File: config.mk
export PLATFORM = sky130hd
export DESIGN_NAME = regseq_engine
export DESIGN_NICKNAME = d
export VERILOG_FILES = /design/src/rtl/regseq_pkg.sv /design/src/rtl/regseq_decode.sv /design/src/rtl/regseq_polltimer.sv /design/src/rtl/regseq_busport.sv /design/src/rtl/regseq_engine.sv
export SDC_FILE = /design/constraint.sdc
export NUM_CORES = 1
export LEC_CHECK = 0
export BUFFER_PORTS_ARGS = -buffer_cell sky130_fd_sc_hd__buf_2
export CORE_ASPECT_RATIO = 1.1
export CORE_MARGIN = 3
export CORE_UTILIZATION = 50
export DETAILED_ROUTE_END_ITERATION = 8
export PLACE_DENSITY = 0.74
export SLEW_MARGIN = 40
export SYNTH_ARGS = -nofsm -noshare
export SYNTH_HDL_FRONTEND = slang
export SYNTH_SLANG_ARGS = --single-unit
File: constraint.sdc
create_clock -name clk -period 2 [get_ports clk]
set_clock_uncertainty 0.15 [all_clocks]
set_input_delay 0 -clock clk [delete_from_list [all_inputs] [get_ports clk]]
set_output_delay 0 -clock clk [all_outputs]
set_load 0.01 [all_outputs]
File: src/rtl/regseq_pkg.sv
package regseq_pkg;
   localparam int HDR_OFS_W = 28;
   localparam int IDX_OFS_W = 20;
   localparam int SPACE_W   = 8;

   typedef enum logic [2:0] {ST_IDLE, ST_FETCH, ST_LOAD, ST_ISSUE, ST_WAIT} st_e;
   typedef enum logic [2:0] {K_WR, K_IWR, K_RMW, K_POLL, K_END, K_BAD} kind_e;
   typedef enum logic [1:0] {E_NONE = 2'd0, E_BADOP = 2'd1, E_OVERRUN = 2'd2, E_TIMEOUT = 2'd3} err_e;

   // Words per command, header included
   function automatic logic [1:0] op_len(kind_e k);
      case (k)
         K_WR, K_IWR:   op_len = 2'd2;
         K_RMW, K_POLL: op_len = 2'd3;
         default:       op_len = 2'd1;
      endcase
   endfunction
endpackage

File: src/rtl/regseq_decode.sv
module regseq_decode
   import regseq_pkg::*;
(
   input  logic [3:0] op,
   output kind_e      kind
);
   always_comb begin
      case (op)
         4'h0:    kind = K_WR;
         4'h2:    kind = K_POLL;
         4'h3:    kind = K_RMW;
         4'h8:    kind = K_IWR;
         4'hF:    kind = K_END;
         default: kind = K_BAD;
      endcase
   end
endmodule

File: src/rtl/regseq_polltimer.sv
module regseq_polltimer #(
   parameter int TW = 16
) (
   input  logic          clk,
   input  logic          rst_n,
   input  logic          clr,
   input  logic [TW-1:0] limit,
   output logic          expired
);
   logic [TW-1:0] tcnt;

   always_ff @(posedge clk or negedge rst_n) begin
      if (!rst_n)             tcnt <= '0;
      else if (clr)           tcnt <= '0;
      else if (tcnt != '1)    tcnt <= tcnt + 1'b1;
   end

   assign expired = (tcnt >= limit);
endmodule

File: src/rtl/regseq_busport.sv
module regseq_busport
   import regseq_pkg::*;
#(
   parameter int DW = 32
) (
   input  logic                 clk,
   input  logic                 rst_n,
   input  logic                 go,
   input  logic                 go_we,
   input  logic                 go_ind,
   input  logic [SPACE_W-1:0]   go_space,
   input  logic [HDR_OFS_W-1:0] go_addr,
   input  logic [DW-1:0]        go_wdata,
   input  logic                 bus_ack,
   output logic                 bus_req,
   output logic                 bus_we,
   output logic                 bus_ind,
   output logic [SPACE_W-1:0]   bus_space,
   output logic [HDR_OFS_W-1:0] bus_addr,
   output logic [DW-1:0]        bus_wdata,
   output logic                 fin
);
   assign fin = bus_req & bus_ack;

   always_ff @(posedge clk or negedge rst_n) begin
      if (!rst_n) begin
         bus_req   <= 1'b0;
         bus_we    <= 1'b0;
         bus_ind   <= 1'b0;
         bus_space <= '0;
         bus_addr  <= '0;
         bus_wdata <= '0;
      end else if (go) begin
         bus_req   <= 1'b1;
         bus_we    <= go_we;
         bus_ind   <= go_ind;
         bus_space <= go_space;
         bus_addr  <= go_addr;
         bus_wdata <= go_wdata;
      end else if (fin) begin
         bus_req   <= 1'b0;
      end
   end
endmodule

File: src/rtl/regseq_engine.sv
module regseq_engine
   import regseq_pkg::*;
#(
   parameter int AW = 8,
   parameter int TW = 16,
   parameter int DW = 32
) (
   input  logic                 clk,
   input  logic                 rst_n,
   input  logic                 start,
   input  logic [AW-1:0]        start_ofs,
   input  logic [AW:0]          table_words,
   input  logic [TW-1:0]        poll_limit,
   output logic                 tbl_rd,
   output logic [AW-1:0]        tbl_addr,
   input  logic [DW-1:0]        tbl_rdata,
   output logic                 bus_req,
   output logic                 bus_we,
   output logic                 bus_ind,
   output logic [SPACE_W-1:0]   bus_space,
   output logic [HDR_OFS_W-1:0] bus_addr,
   output logic [DW-1:0]        bus_wdata,
   input  logic                 bus_ack,
   input  logic [DW-1:0]        bus_rdata,
   output logic                 busy,
   output logic                 done,
   output logic                 err,
   output logic [1:0]           err_code,
   output logic [AW:0]          words_done
);
   localparam int NSLOT = 3;

   if (DW != 32) begin : g_bad_dw
      $error("regseq_engine: command words are 32 bits wide");
   end
   if (AW < 2) begin : g_bad_aw
      $error("regseq_engine: AW must be at least 2");
   end
   if (TW < 1) begin : g_bad_tw
      $error("regseq_engine: TW must be at least 1");
   end

   st_e           st;
   err_e          code_q;
   logic [AW-1:0] ptr;
   logic [AW:0]   cnt;
   logic [1:0]    idx;
   logic          phase;
   logic [DW-1:0] old_q;
   logic [DW-1:0] slot [NSLOT];

   // Operand capture: one register per word position of a command
   for (genvar g = 0; g < NSLOT; g++) begin : g_slot
      logic [DW-1:0] q;
      always_ff @(posedge clk or negedge rst_n) begin
         if (!rst_n)                                    q <= '0;
         else if (st == ST_LOAD && idx == 2'(g))        q <= tbl_rdata;
      end
      assign slot[g] = q;
   end

   kind_e load_kind, exe_kind;
   regseq_decode u_dec_load (.op(tbl_rdata[31:28]), .kind(load_kind));
   regseq_decode u_dec_exe  (.op(slot[0][31:28]),   .kind(exe_kind));

   logic [1:0] need;
   assign need = op_len(exe_kind);

   logic expired;
   regseq_polltimer #(.TW(TW)) u_timer (
      .clk(clk), .rst_n(rst_n), .clr(st == ST_LOAD),
      .limit(poll_limit), .expired(expired)
   );

   // Execute-phase request fields
   logic                 go, go_we, go_ind, fin, match;
   logic [SPACE_W-1:0]   go_space;
   logic [HDR_OFS_W-1:0] go_addr;
   logic [DW-1:0]        go_wdata;

   assign go      = (st == ST_ISSUE);
   assign go_ind  = (exe_kind == K_IWR);
   assign go_we   = (exe_kind == K_WR) || (exe_kind == K_IWR) || (exe_kind == K_RMW && phase);
   assign go_space = go_ind ? slot[0][27:20] : '0;
   assign go_addr  = go_ind ? {{(HDR_OFS_W-IDX_OFS_W){1'b0}}, slot[0][IDX_OFS_W-1:0]}
                            : slot[0][HDR_OFS_W-1:0];
   assign go_wdata = (exe_kind == K_RMW) ? ((old_q & ~slot[2]) | (slot[1] & slot[2])) : slot[1];
   assign match    = ((bus_rdata & slot[1]) == slot[2]);

   regseq_busport #(.DW(DW)) u_bus (
      .clk(clk), .rst_n(rst_n), .go(go), .go_we(go_we), .go_ind(go_ind),
      .go_space(go_space), .go_addr(go_addr), .go_wdata(go_wdata),
      .bus_ack(bus_ack), .bus_req(bus_req), .bus_we(bus_we), .bus_ind(bus_ind),
      .bus_space(bus_space), .bus_addr(bus_addr), .bus_wdata(bus_wdata), .fin(fin)
   );

   assign tbl_rd     = (st == ST_FETCH) && (cnt != table_words);
   assign tbl_addr   = ptr;
   assign busy       = (st != ST_IDLE);
   assign err_code   = code_q;
   assign words_done = cnt;

   always_ff @(posedge clk or negedge rst_n) begin
      if (!rst_n) begin
         st <= ST_IDLE; code_q <= E_NONE; ptr <= '0; cnt <= '0;
         idx <= '0; phase <= 1'b0; old_q <= '0; done <= 1'b0; err <= 1'b0;
      end else begin
         case (st)
            ST_IDLE: if (start) begin
               ptr <= start_ofs; cnt <= '0; idx <= '0;
               done <= 1'b0; err <= 1'b0; code_q <= E_NONE;
               st <= ST_FETCH;
            end
            ST_FETCH: if (cnt == table_words) begin
               err <= 1'b1; code_q <= E_OVERRUN; st <= ST_IDLE;
            end else begin
               st <= ST_LOAD;
            end
            ST_LOAD: begin
               ptr <= ptr + 1'b1;
               cnt <= cnt + 1'b1;
               if (idx == 2'd0) begin
                  case (load_kind)
                     K_END:   begin done <= 1'b1; st <= ST_IDLE; end
                     K_BAD:   begin err <= 1'b1; code_q <= E_BADOP; st <= ST_IDLE; end
                     default: begin idx <= 2'd1; st <= ST_FETCH; end
                  endcase
               end else if (idx == need - 2'd1) begin
                  idx <= '0; phase <= 1'b0; st <= ST_ISSUE;
               end else begin
                  idx <= idx + 2'd1; st <= ST_FETCH;
               end
            end
            ST_ISSUE: st <= ST_WAIT;
            ST_WAIT: if (fin) begin
               case (exe_kind)
                  K_RMW: if (!phase) begin
                     old_q <= bus_rdata; phase <= 1'b1; st <= ST_ISSUE;
                  end else begin
                     st <= ST_FETCH;
                  end
                  K_POLL: if (match)        st <= ST_FETCH;
                          else if (expired) begin
                             err <= 1'b1; code_q <= E_TIMEOUT; st <= ST_IDLE;
                          end else          st <= ST_ISSUE;
                  default: st <= ST_FETCH;
               endcase
            end
            default: st <= ST_IDLE;
         endcase
      end
   end
endmodule

==> results of run 1 <==
-- Yosys cell counts, types with 2 or more instances --
cell      number
dfrtp_1      242
nand2_1      133
mux2_1        91
nor2_1        72
o21ai_0       47
a21oi_1       43
mux2_2        37
mux2i_1       36
and3_1        30
clkbuf_1      28
nand3_1       27
inv_1         23
ha_1          22
nand4_1       14
xor2_1        14
nor3_1        13
a21o_1        11
a22o_1        11
a211oi_1      10
buf_2         10
o22a_1        10
a21boi_0       8
and3b_1        8
o21ai_1        8
o22ai_1        7
xnor2_1        7
and4_1         4
nor4_1         4
a211oi_2       3
a31oi_1        3
buf_1          3
buf_4          3
nand3b_1       2
nor2b_1        2
-- placed cells by master, fill, tap and decap left out, types with 4 or more instances in the layout --
cell	count
inv_1	23
a22o_1	11
a21oi_1	40
a211oi_2	11
o21ai_1	7
clkbuf_8	5
dlygate4sd3_1	76
mux2_1	67
nand2_1	133
and3b_1	8
xor2_1	14
a21o_1	11
nand3_1	25
xnor2_1	6
buf_2	193
o22a_1	10
mux2_2	37
clkinvlp_4	5
ha_1	17
mux2i_1	36
mux2_4	24
and4_1	4
bufinv_16	6
dfrtp_1	242
nor3_1	12
buf_12	15
buf_6	4
nor2_2	4
buf_4	110
a21boi_0	7
clkbuf_16	27
o21ai_0	47
nor2_1	68
nand4_1	14
and3_1	26
o22ai_1	7
-- where the power goes --
group,switching [W],internal [W]
Sequential,0.00110,0.00643
Clock,0.00197,0.00325
Combinational,0.00353,0.00333
-- tightest hold or removal path, cell delays in order --
cell and delay (ns):
dlygate4sd3_1 0.52, buf_2 0.13, o21ai_0 0.08
-- layer usage --
metal / GRT usage / up-vias / routed length, µm
met4: 0.0680 / 0 / 862
met2: 0.440 / 290 / 15700
met5: 0 / - / 0
met3: 0.0381 / 64 / 1700
met1: 0.332 / 4688 / 13300
li1: - / 4348 / -
-- logic make-up (layout without fill, tap and decap cells) --
logic type,after synthesis,count (layout),synth area share
AO/OA/AOI/OAI,172,172,0.0977
XOR/XNOR,21,21,0.0165
adder cells (fa/ha/maj),22,22,0.0246
multiplexers,164,164,0.161
flip-flops,242,242,0.542
buffers and inverters,69,470,0.0253
AND/OR/NAND/NOR,318,318,0.133
-- through the flow --
stage          std cells   util  setup slack [ns]  hold WS (ns)
3_5_place_dp        1565  0.620            -0.491        -0.214
6_report            1699  0.719            -0.259         0.103
2_1_floorplan       1008      -           -0.0392        -0.446
5_1_grt             1699  0.719            -0.337         0.127
3_3_place_gp        1565  0.620            -0.343        -0.219
4_1_cts             1694  0.708            -0.220        0.0894
-- path summary, 6_finish.rpt --
path | depth (start not counted) | endpoint
worst max register to register | 6 | st[1]
min in group asynchronous | 3 | u_timer.tcnt[12]
worst max-delay path | 6 | st[1]
worst min register to register | 2 | u_bus.bus_addr[18]
max in group asynchronous | 4 | u_bus.bus_wdata[5]
worst min-delay path | 3 | u_bus.bus_req
-- sequential cells by signal, summed over array words and instances (netlist names) --
| name | flops |
|---|---|
| g_slot.q | 96 |
| old_q | 32 |
| u_bus.bus_wdata | 32 |
| u_bus.bus_addr | 28 |
| u_timer.tcnt | 16 |
| words_done | 9 |
| tbl_addr | 8 |
| u_bus.bus_space | 8 |
| st | 3 |
| err_code | 2 |
| idx | 2 |
| done | 1 |
| err | 1 |
| phase | 1 |
| u_bus.bus_ind | 1 |
| u_bus.bus_req | 1 |
| u_bus.bus_we | 1 |
-- cell type report --
type | instances | area, µm² | share of cell area
Clock buffer | 31 | 698 | 0.0449
Clock inverter | 13 | 228 | 0.0146
Inverter | 25 | 93.8 | 0.00603
Multi-Input combinational cell | 697 | 5160 | 0.331
Sequential cell | 242 | 6060 | 0.389
Tap cell | 290 | 363 | 0.0233
Timing Repair Buffer | 401 | 2960 | 0.190
-- timing repair --
action                                  4_1_cts  5_1_grt
pin swaps                                    15        8
endpoints found under the setup margin       19       76
hold buffers                                 76        0
buffers inserted                              8        3
gates resized for setup                      21       45
hold endpoints to repair                    385        0
cloned                                        1        2
==> flow_summary.json, run 1 <==
{
  "numCtsBuffers": 25,
  "power_density_mw_per_mm2": 1260,
  "drv_cap": 0,
  "antenna_found_initial": 0,
  "wire_per_inst_um": 18.6,
  "drcViolationCount": 0,
  "ys_top_cells_by_area": "dfrtp_1, mux2_1, nand2_1, mux2_2, mux2i_1",
  "netlist_instances": 1008,
  "synth-seq-cells": 242,
  "fin_ws_ns": -0.259,
  "setup-tns-final_ns": -0.880,
  "max_freq_mhz": 443,
  "setup_violations": 11,
  "fp-row-count": 56,
  "async_flop_share": 1.00,
  "crit_start": "g_slot[2].q[19]",
  "slew-limit-headroom": 0.523,
  "worstPathArrival_ns": 2.50,
  "nets": 1515,
  "core_area_mm2": 0.0217,
  "critPathLaunchType": "flip-flop",
  "crit_chain": "a21oi_1 -> o22a_1 -> nand4_1 -> or4_4 -> nor4bb_1 -> o41a_1",
  "dieArea_mm2": 0.0242,
  "cts_max_level": 1,
  "via_per_inst": 5.53,
  "hpwl_um": 20100,
  "first_pass_iters": 5,
  "syn_area_per_cell_um2": 11.1,
  "synth_top_area_share": 0.542,
  "syn2layout_area_growth_pct": 39.2,
  "track_usage": 0.253,
  "yosysTopAreaCell": "dfrtp_1",
  "grt_max_degree": 74,
  "clkTransAtPathRegs_ns": 0.07,
  "drtIter0Drc": 550,
  "timing.critical_path.buf_inv": 0,
  "synth_ff_type": "dfrtp_1",
  "io_buffers": 194,
  "synth_edf_count": 0,
  "ys_warn_count": 0,
  "antenna_left": 0,
  "peakVddDrop_uv": 784,
  "crit_required_ns": 2.24,
  "drv_slew": 0,
  "seq_area_frac_synth": 0.542,
  "status": "complete, but fails checks",
  "hold_start": "bus_ack",
  "insertion_delay_ns": 0.51,
  "fill_cells": 1464,
  "finalHoldViolations": 0,
  "criticalPathCategory": "reg2reg",
  "cp_slowest_cell": "or4_4",
  "place_area_mm2": 0.0134,
  "reg2reg_slack_ns": -0.26,
  "clk_path_buf_depth": 3,
  "fin_crit_ns": 2.26,
  "p_leak_nw": 7.89,
  "grt_pass1_vias": 9669,
  "violations": "setup timing",
  "grt.overflow.total": 0,
  "ys_types": 56,
  "r2r_start": "g_slot[2].q[19]",
  "end_kind": "flip-flop",
  "drive_gt1_frac": 0.336,
  "grt_setup_unrepaired": "yes",
  "post-route-period-util": 1.13,
  "diodes": 0,
  "die_h_um": 163,
  "vias": 9390,
  "total_power_w": 0.0196,
  "cts_tree": "built",
  "synth_nets": 1131,
  "worst_pin_slew_ns": 0.709,
  "cts.sinks": 242,
  "cpLargestDelayFamily": "simple AND/OR/NAND/NOR gates",
  "final_area_mm2": 0.0156,
  "root_buffer": "clkbuf_16",
  "synthesis.area_mm2": 0.0112,
  "initial_utilization": 0.516,
  "gp_congestion": 0.862,
  "grt_first_pass_wirelength_um": 49700,
  "path_max_fanout": 4,
  "drt-total-wl_um": 31600,
  "die_w_um": 149,
  "holdCritPathClass": "in2reg",
  "critPathMaxStageDelay_ns": 0.57,
  "pin_count": 195
}
Note: power is estimated with default switching activity, not from simulation.
==> inputs of run 2 (changes only) <==
--- a/constraint.sdc
+++ b/constraint.sdc
@@ -4,2 +4,2 @@
 set_output_delay 0 -clock clk [all_outputs]
-set_load 0.01 [all_outputs]
+set_load 0.1 [all_outputs]
==> run 2 against run 1 <==
  * The flow still finishes with violations (setup timing)
  * First-iteration DRC count is 15% lower
  * Flip-flop and latch count did not move
  * Via count decreased by 1.1%
  * Core utilization fell by 0.32 points
  * Non-clock buffer count shrank 6
  * Register-to-register slack improved by 0.02 ns
  * Final cell count down 0.18%
  * Sequential share of layout area grew 0.35 points
  * Combinational power grew 76%
  * Count of clock-buffer cells in the layout grew 10
  * Power rose by 24%
  * Maximum frequency grew 1.0%
  * Critical endpoint unchanged
==> flow_summary.json, run 2 (synthesis gave the netlist of run 1 again) <==
{
  "clkTransAtPathRegs_ns": 0.06,
  "critPathLaunchType": "flip-flop",
  "reg2reg_slack_ns": -0.24,
  "cpLargestDelayFamily": "simple AND/OR/NAND/NOR gates",
  "mostFrequentLayoutCell": "dfrtp_1",
  "die_h_um": 163,
  "wire_per_inst_um": 18.6,
  "setup-tns-final_ns": -1.27,
  "antenna_left": 0,
  "worst_pin_slew_ns": 0.683,
  "path_max_fanout": 4,
  "cts_tree": "built",
  "pin_count": 195,
  "grt_pass1_vias": 9800,
  "fin_util": 0.715,
  "syn2layout_area_growth_pct": 38.6,
  "worstRegToRegCells": 6,
  "numCtsBuffers": 26,
  "status": "complete, but fails checks",
  "hold_depth": 3,
  "fin_ws_ns": -0.236,
  "criticalPathCategory": "reg2reg",
  "total_power_w": 0.0242,
  "largest_register": "g_slot.q",
  "antenna_found_initial": 0,
  "peakVddDrop_uv": 1450,
  "drtIter0Drc": 470,
  "vias": 9285,
  "instances_no_fill": 1696,
  "hold_start": "bus_ack",
  "first_pass_iters": 5,
  "max_freq_mhz": 447,
  "critPathMaxStageDelay_ns": 0.57,
  "insertion_delay_ns": 0.52,
  "io_buffers": 194,
  "p_leak_nw": 7.83,
  "dpl.cell_count": 1555,
  "nets": 1510,
  "largest_reg_flops": 96,
  "finalHoldViolations": 0,
  "post-route-period-util": 1.12,
  "fin_crit_ns": 2.24,
  "via_per_inst": 5.47,
  "track_usage": 0.257,
  "clk_path_buf_depth": 3,
  "holdCritPathClass": "in2reg",
  "timing.critical_path.buf_inv": 0,
  "crit_cells": 6,
  "core_area_mm2": 0.0217,
  "final_area_mm2": 0.0155,
  "grt_max_degree": 65,
  "drv_cap": 0,
  "fp-row-count": 56,
  "worstPathArrival_ns": 2.49,
  "grt.overflow.total": 0,
  "r2r-end": "st[1]",
  "slew-limit-headroom": 0.540,
  "initial_utilization": 0.516,
  "gp_congestion": 0.872,
  "power_density_mw_per_mm2": 1570,
  "drv_slew": 0,
  "r2r_start": "g_slot[2].q[2]",
  "grt_setup_unrepaired": "yes",
  "drcViolationCount": 0,
  "dieArea_mm2": 0.0242,
  "cts_max_level": 1,
  "root_buffer": "clkbuf_16",
  "final_cell_mix": "dfrtp_1, buf_2, nand2_1",
  "hpwl_um": 20400,
  "crit_chain": "a21o_1 -> a211oi_2 -> nand4_1 -> or4_4 -> nor4bb_1 -> o41a_1",
  "setup_violations": 27,
  "grt_first_pass_wirelength_um": 50100,
  "crit_required_ns": 2.25,
  "violations": "setup timing",
  "die_w_um": 149,
  "drt-total-wl_um": 31500,
  "reg_top3": "g_slot.q (96), old_q (32), u_bus.bus_wdata (32)",
  "diodes": 0,
  "end_kind": "flip-flop",
  "place_area_mm2": 0.0134,
  "drive_gt1_frac": 0.330,
  "cp_slowest_cell": "or4_4",
  "worstHoldEndpoint": "u_bus.bus_req",
  "cts.sinks": 242
}
run 2: routing by layer:
metal	vias up	GRT usage	part of all wire
met4	0	0.0685	0.024
met5	-	0	0
li1	4342	-	-
met1	4641	0.316	0.41
met3	55	0.0470	0.056
met2	247	0.465	0.51
run 2: how the worst max path moves through the flow:
stage	start	end	slack, ns
floorplan	words_done[2]	err_code[1]	-0.32
detailed placement	u_timer.tcnt[13]	st[1]	-0.39
finish	g_slot[2].q[2]	st[1]	-0.24
global route	g_slot[2].q[2]	st[1]	-0.32
global placement	g_slot[1].q[0]	st[1]	-0.36
CTS	g_slot[2].q[0]	st[1]	-0.28
run 2: stage by stage:
stage / hold slack [ns] / worst slack [ns]
after detailed placement: -0.182 / -0.386
after global placement: -0.186 / -0.359
after global routing: 0.119 / -0.319
after CTS: 0.0607 / -0.279
after floorplan: -0.446 / -0.317
final: 0.0816 / -0.236
run 2: cell type report:
type / count / area [µm²]
repair buffers: 395 / 2930
inverters: 25 / 93.8
multi-input cells: 697 / 5190
clock inverters: 6 / 37.5
flip-flops and latches: 242 / 6080
fillers: 1488 / 6160
well taps: 290 / 363
clock buffers: 41 / 798
run 2: worst reg2reg max path, delay by kind of cell (launching register included):
family	cells	cell delay (ns)
simple gates	3	0.81
compound gates	3	0.76
flops	1	0.40
run 2: what timing repair did:
| action | 4_1_cts | 5_1_grt |
|---|---|---|
| pin swaps | 26 | 30 |
| setup endpoints to repair | 45 | 59 |
| gates cloned | 2 | 0 |
| endpoints found under the hold margin | 386 | 0 |
| resized for setup | 33 | 29 |
| hold buffers | 77 | 0 |
| setup buffers | 12 | 6 |
run 2: report_power, final:
part           leakage, nW  switching [W]  internal [W]  total [W]
clock                0.403        0.00193       0.00273    0.00466
sequential            3.17        0.00106       0.00645    0.00751
combinational         4.25        0.00881       0.00326     0.0121
==> inputs of run 3 (changes only) <==
ABC_AREA = 1   (was default)
CTS_CLUSTER_SIZE = 16   (was default)
==> run 3 against run 2 <==
  * The flow still finishes with violations (setup timing)
  * Critical path depth up 1
  * Global-route usage down 1.4 points
  * Synthesized cell count up 31%
  * Clock power up 1%
  * Worst setup slack better by 0.20 ns
==> flow_summary.json, run 3 <==
{
  "violations": "setup timing",
  "synthesis.area_mm2": 0.0115,
  "insertion_delay_ns": 0.51,
  "multi_input_area_mm2": 0.00487,
  "drcViolationCount": 0,
  "gp_congestion": 0.859,
  "core_area_mm2": 0.0223,
  "final_area_mm2": 0.0149,
  "setup_violations": 2,
  "antenna_left": 0,
  "largest_register": "g_slot.q",
  "drv_cap": 0,
  "cts_tree": "built",
  "grt.overflow.total": 0,
  "pin_count": 195,
  "post-route-period-util": 1.02,
  "final_cell_mix": "nand2_1, dfrtp_1, buf_2",
  "yosysTopAreaCell": "dfrtp_1",
  "max_freq_mhz": 491,
  "fill_cells": 1749,
  "reg_top3": "g_slot.q (96), old_q (32), u_bus.bus_wdata (32)",
  "worst_pin_slew_ns": 0.603,
  "clkTransAtPathRegs_ns": 0.06,
  "fp-row-count": 57,
  "r2r_start": "u_timer.tcnt[1]",
  "reg2reg_slack_ns": -0.01,
  "initial_utilization": 0.514,
  "grt_max_degree": 63,
  "cts_max_level": 1,
  "hpwl_um": 19900,
  "ys_types": 43,
  "synth_edf_count": 0,
  "seqCellArea_mm2": 0.00609,
  "via_per_inst": 5.26,
  "grt_setup_unrepaired": "yes",
  "place_area_mm2": 0.0131,
  "largest_reg_flops": 96,
  "vias": 10200,
  "synth-seq-cells": 242,
  "mostFrequentLayoutCell": "nand2_1",
  "seq_area_frac_synth": 0.528,
  "drt-total-wl_um": 30100,
  "p_leak_nw": 7.85,
  "hold_slack_ns": 0.114,
  "synth_ff_type": "dfrtp_1",
  "hold_start": "table_words[8]",
  "async_flop_share": 1.00,
  "total_power_w": 0.0251,
  "drtIter0Drc": 640,
  "numCtsBuffers": 25,
  "track_usage": 0.243,
  "critPathLaunchType": "flip-flop",
  "antenna_found_initial": 0,
  "synth_nets": 1443,
  "io_buffers": 194,
  "synth_top_area_share": 0.528,
  "holdCritPathClass": "in2reg",
  "yosysMostFrequentCell": "nand2_1",
  "path_max_fanout": 5,
  "ys_warn_count": 0,
  "criticalPathCategory": "reg2out",
  "power_density_mw_per_mm2": 1680,
  "fin_crit_ns": 2.04,
  "nets": 1745,
  "cts.sinks": 242,
  "end_kind": "primary output",
  "diodes": 0,
  "ys_top_cells_by_area": "dfrtp_1, nand2_1, o21ai_0, inv_1, mux2_2",
  "grt_pass1_vias": 10100,
  "peakVddDrop_uv": 1610,
  "fin_util": 0.669,
  "drive_gt1_frac": 0.246,
  "syn2layout_area_growth_pct": 30.2,
  "grt_first_pass_wirelength_um": 49200,
  "crit_start": "words_done[5]",
  "status": "complete, but fails checks",
  "die_w_um": 150,
  "fin_ws_ns": -0.0369,
  "dieArea_mm2": 0.0248,
  "wire_per_inst_um": 15.6,
  "crit_required_ns": 1.85,
  "clk_path_buf_depth": 3,
  "die_h_um": 165,
  "netlist_instances": 1320,
  "finalHoldViolations": 0,
  "synthTopCellsByCount": "nand2_1, dfrtp_1, inv_1",
  "first_pass_iters": 5,
  "syn_area_per_cell_um2": 8.68,
  "slew-limit-headroom": 0.598,
  "root_buffer": "clkbuf_16",
  "drv_slew": 0,
  "worstPathArrival_ns": 1.89
}
==> run 3: cell types whose count changed in the layout (fill, tap and decap cells not counted), sizes merged, moves of 21 or more <==
cell	before	now
o311ai	0	32
and3	30	2
o21ai	55	127
nand3	27	62
buf	318	249
mux2	128	31
inv	24	126
nor2	72	51
o21bai	0	31
mux2i	36	0
nand2	134	434
==> run 3: worst max-delay path, stage by stage, from the launching register on <==
cell and delay [ns]:
dfrtp_4 0.43, inv_4 0.04, or2_2 0.26, nand4_1 0.08, nor3_2 0.06, a31oi_4 0.20
buf_6 0.13, buf_12 0.16
==> run 3: cells by family (layout without fill, tap and decap cells) <==
| family | count (synthesis) | count (layout) | share of synthesized area |
|---|---|---|---|
| xor gates and xnor gates | 13 | 13 | 0.00993 |
| DFF | 242 | 242 | 0.528 |
| adders and majority gates | 22 | 22 | 0.0240 |
| muxes | 31 | 31 | 0.0305 |
| AOI/OAI and AO/OA | 241 | 241 | 0.128 |
| buffers and inverters | 177 | 497 | 0.0605 |
| and+or+nand+nor | 594 | 594 | 0.219 |
==> run 3: cell type report <==
class | instances | share of cell area
inverter | 127 | 0.0325
clock inverter | 7 | 0.00570
sequential | 242 | 0.408
clock buffer | 38 | 0.0505
multi-input combinational | 901 | 0.326
timing repair buffer | 325 | 0.152
tap | 295 | 0.0247
==> run 3: per-stage QoR <==
stage               worst slack (ns)  std cells  setup TNS [ns]
floorplan                     -0.303       1320           -1.43
CTS                          -0.0622       1927         -0.0622
finish                       -0.0369       1935         -0.0500
detailed placement          -0.00836       1804         -0.0163
global route                  -0.140       1935          -0.504
global placement              0.0287       1804               0
==> run 3: layer usage <==
metal,track usage,part of all wire,vias to the layer above
li1,-,-,4950
met1,0.312,0.41,4863
met2,0.424,0.50,316
met3,0.0417,0.066,56
met4,0.0686,0.023,0
met5,0,0,-
==> run 3: where the power goes <==
part | internal [W] | switching [W]
registers | 0.00666 | 0.00132
logic | 0.00283 | 0.00954
clock network | 0.00285 | 0.00186
total | 0.0123 | 0.0127
==> run 3: what timing repair did <==
| item | CTS | global route |
|---|---|---|
| buffers inserted | 3 | 8 |
| gates resized for setup | 3 | 23 |
| hold buffers | 76 | 0 |
| pin swaps | 1 | 9 |
| setup endpoints to repair | 3 | 32 |
| endpoints found under the hold margin | 394 | 0 |
==> run 3: final timing paths <==
path | cells past startpoint | to
min reg2reg | 2 | u_bus.bus_addr[4]
min in group asynchronous | 3 | u_bus.bus_wdata[21]
max in group asynchronous | 4 | u_bus.bus_space[5]
max | 7 | tbl_rd
max reg2reg | 8 | u_timer.tcnt[0]
min | 7 | st[1]
